==> config.mk <==
export PLATFORM = sky130hd
export DESIGN_NAME = cart_bank_mapper
export DESIGN_NICKNAME = d
export VERILOG_FILES = /design/src/rtl/cart_bank_mapper.sv
export SDC_FILE = /design/constraint.sdc
export NUM_CORES = 1
export LEC_CHECK = 0
export BUFFER_PORTS_ARGS = -buffer_cell sky130_fd_sc_hd__buf_2
export CORE_MARGIN = 3
export CORE_UTILIZATION = 29
export CTS_CLUSTER_DIAMETER = 40
export CTS_CLUSTER_SIZE = 30
export DETAILED_ROUTE_END_ITERATION = 7
export HOLD_SLACK_MARGIN = 0.15
export PLACE_DENSITY = 0.77
export SLEW_MARGIN = 5
export SYNTH_ARGS = -nofsm -noshare
export SYNTH_HDL_FRONTEND = slang
export SYNTH_SLANG_ARGS = --single-unit
==> constraint.sdc <==
create_clock -name clk -period 1.63 [get_ports clk]
set_input_delay 0.326 -clock clk [delete_from_list [all_inputs] [get_ports clk]]
set_output_delay 0.326 -clock clk [all_outputs]
set_load 0.03 [all_outputs]
==> src/rtl/cart_bank_mapper.sv <==
module cart_bank_mapper #(
  parameter int ADDR_W     = 16,
  parameter int PAGE_W     = 14,
  parameter int BANK_W     = 4,
  parameter int RESET_BANK = 2
) (
  input  logic                     clk,
  input  logic                     rst_n,
  input  logic [ADDR_W-1:0]        cpu_addr,
  input  logic [7:0]               cpu_data,
  input  logic                     mreq_n,
  input  logic                     iorq_n,
  input  logic                     wr_n,
  output logic [PAGE_W+BANK_W-1:0] flash_addr,
  output logic                     flash_ce_n,
  output logic [PAGE_W-1:0]        sram_addr,
  output logic                     sram_ce_n
);
  localparam int SEL_W = ADDR_W - PAGE_W;

  logic [SEL_W-1:0]  page_sel;
  logic              mem_cyc, in_rom, in_window, wr_stb, wr_stb_q;
  logic [BANK_W-1:0] bank_q;

  assign page_sel  = cpu_addr[ADDR_W-1:PAGE_W];
  assign mem_cyc   = !mreq_n && iorq_n;
  assign in_rom    = page_sel != '1;
  assign in_window = page_sel == SEL_W'(2);
  assign wr_stb    = mem_cyc && !wr_n;

  always_ff @(posedge clk or negedge rst_n)
    if (!rst_n) begin
      wr_stb_q <= 1'b0;
      bank_q   <= BANK_W'(RESET_BANK);
    end else begin
      wr_stb_q <= wr_stb;
      if (wr_stb && !wr_stb_q && in_rom)
        bank_q <= cpu_data[BANK_W-1:0];
    end

  assign flash_addr[PAGE_W-1:0]             = cpu_addr[PAGE_W-1:0];
  assign flash_addr[PAGE_W+BANK_W-1:PAGE_W] = in_window ? bank_q : BANK_W'(page_sel);
  assign sram_addr  = cpu_addr[PAGE_W-1:0];
  assign flash_ce_n = !(mem_cyc && in_rom && wr_n);
  assign sram_ce_n  = !(mem_cyc && !in_rom);
endmodule

==> flow_metrics.py <==
metrics = {
    "final_layout": {
        "instances_no_fill": 55,
        "layout-drive-gt1-share_pct": 67.5,
        "diodes": 0,
        "nNetsFinal": 70,
        "area_growth_syn_to_layout_pct": -16.4,
        "nFillCells": 156,
    },
    "route": {
        "vias_per_cell": 4.24,
        "drc": 0,
        "drtAntennaViolNets": 0,
        "wl_per_cell_um": 12.1,
        "drtPass1Iterations": 2,
        "drtIter0Drc": 2,
        "vias": 233,
        "wl_um": 668,
    },
    "run": {
        "maxCapViolations": 0,
    },
    "sta": {
        "clock_skew_ps": 1.23,
        "drv_slew": 0,
        "setup_viol_count_final": 0,
        "worst_slew_pin_slew_ps": 163,
        "rsz0062_at_grt": "false",
        "max_freq_ghz": 0.725,
        "slew_headroom_pct": 89.1,
        "final_hold_viol_count": 0,
        "period_needed_ps": 1380,
        "tns_ps": 0,
        "period_share_pct": 84.7,
    },
    "synth": {
        "seq_area_frac_synth_pct": 27.7,
        "syn_area_um2": 457,
        "synth.area.top_cells": "buf_4, dfrtp_1, mux2_2",
        "synth_cell_types": 13,
        "synth_xor_area_share_pct": 0,
        "yosysTopAreaCell": "buf_4",
        "ys_warn_count": 0,
        "synth_seq_cells": 5,
        "synth-simple-area-share_pct": 9.32,
        "synth_fp_nets": 76,
        "synth_compound_area_share_pct": 7.12,
        "synth_top_area_share_pct": 46.0,
        "synthMuxAreaShare_pct": 9.86,
        "synth_top_family_by_area": "buffers and inverters",
        "synthAdderAreaFrac_pct": 0,
        "avgSynthCellArea_um2": 9.72,
        "syn_inst": 47,
    },
    "clocking": {
        "cts_resized": 0,
        "clock_sinks": 5,
        "clk_pin_slew_ps": 40,
        "cts_tree": "done",
        "clock_latency_ps": 240,
        "htree_num_levels": 1,
        "cts-root-buf": "clkbuf_4",
        "numCtsBuffers": 3,
        "postCtsSetupRepairBufs": 0,
        "cts.path.max_buffers": 2,
    },
    "placement": {
        "numPortBuffers": 16,
        "dp_cells": 50,
        "gp_congestion": 0.641,
    },
    "global_route": {
        "grt_usage_pct": 7.85,
        "grt_pass1_vias": 270,
        "grt_max_degree": 8,
        "grt_pass1_wl_um": 1130,
        "antenna_found_initial": 0,
        "overflow": 0,
    },
    "outcome": {
        "status": "complete, no violations",
    },
    "worst_setup_path": {
        "end_kind": "output port",
        "path_class": "reg2out",
        "cp_max_fo": 2,
        "slowest_stage": "dfstp_2",
        "timing.rr.start": "wr_stb_q$_DFF_PN0_",
        "crit_start": "bank_q[1]$_DFFE_PN1P_",
        "crit_arrival_ps": 1050,
        "worst_setup_path_start_kind": "flop",
        "crit_chain": "o21a_1 -> buf_2",
        "worstRegToRegCells": 2,
        "slowest_delay_ps": 530,
        "required_ps": 1300,
    },
    "floorplanning": {
        "initial_core_util_pct": 33.0,
        "io_pins": 63,
        "die_height_um": 45.7,
        "fp.dieW_um": 45.7,
        "core-area_mm2": 0.00138,
        "rows": 13,
        "dieArea_mm2": 0.00209,
    },
    "power_and_ir_drop": {
        "peakVddDrop_uv": 195,
        "fin_total_pwr_uw": 396,
        "power_density_mw_per_mm2": 1040,
        "p_leak_nw": 0.190,
    },
    "min_path": {
        "hp-class": "in2reg",
        "min_from": "wr_n",
        "min_path_cells": 2,
    },
}
==> what timing repair did <==
item,in CTS,in global routing
hold endpoints to repair,5,0
setup endpoints to repair,0,0
hold buffers,1,0
==> worst paths after layout <==
kind / to / slack, ps
setup / recovery: flash_addr[15] / 250
hold / removal: wr_stb_q$_DFF_PN0_ / 270
setup reg to reg: bank_q[0]$_DFFE_PN0P_ / 450
hold reg to reg: bank_q[2]$_DFFE_PN0P_ / 500
max in group asynchronous: bank_q[1]$_DFFE_PN1P_ / 990
min in group asynchronous: bank_q[3]$_DFFE_PN0P_ / 430
==> flip-flops by register name, summed over array words and instances (netlist names) <==
signal and flops:
bank_q 4, wr_stb_q 1
==> layout by cell type (no fill, tap or decap) <==
cell type,netlist,final
nor2_1,1,1
a2111o_1,1,1
clkbuf_4,0,3
dfrtp_1,4,4
a21o_2,1,1
nand2b_1,1,1
nand4b_1,1,1
a21oi_1,1,1
dlygate4sd3_1,0,1
and3b_2,2,2
buf_2,0,16
nand2_1,1,1
clkbuf_1,0,1
mux2_2,4,4
o21a_1,1,1
dfstp_2,1,1
==> routing by layer <==
layer	vias up	track usage (%)	routed length, µm
li1	116	-	-
met4	0	8.77	5
met5	-	0	0
met2	13	10.9	316
met1	102	7.91	252
met3	2	3.95	94
==> worst max-delay path: cells and delay by family, from the launching register on <==
family	cells	cell delay, ps
compound gates	1	100
buf+inv	1	180
flops	1	530
==> cells by family after synthesis <==
| family | after synthesis |
|---|---|
| compound gates | 4 |
| buf+inv | 28 |
| flops | 5 |
| mux | 4 |
| simple gates | 6 |
==> area by class of cell <==
type | count | area (µm²) | share of cell area, %
clock buffer | 4 | 26.3 | 6.89
multi-input combinational | 14 | 120 | 31.5
sequential | 5 | 126 | 33.1
tap | 15 | 18.8 | 4.92
timing repair buffer | 17 | 90.1 | 23.6
==> cell usage after synthesis (all sizes together) <==
cell	instances
nand2b	1
nand4b	1
o21a	1
nor2	1
nand2	1
dfrtp	4
buf	28
a2111o	1
dfstp	1
and3b	2
mux2	4
a21o	1
a21oi	1
==> through the flow <==
stage                     setup WS (ps)  utilization, %  cell area (µm²)  hold slack, ps
after floorplan                     410               -              457            30.4
after global placement              262            25.0              345             142
after detailed placement            244            25.0              345             149
after CTS                           239            27.6              382             265
after global routing                211            27.6              382             281
final                               250            27.6              382             274
==> power by group <==
group	internal [mW]	switching [mW]
Clock	0.0923	0.0473
Combinational	0.0442	0.0457
Sequential	0.153	0.0133
Total	0.290	0.106
No activity file was read; power rests on OpenSTA's default activity.
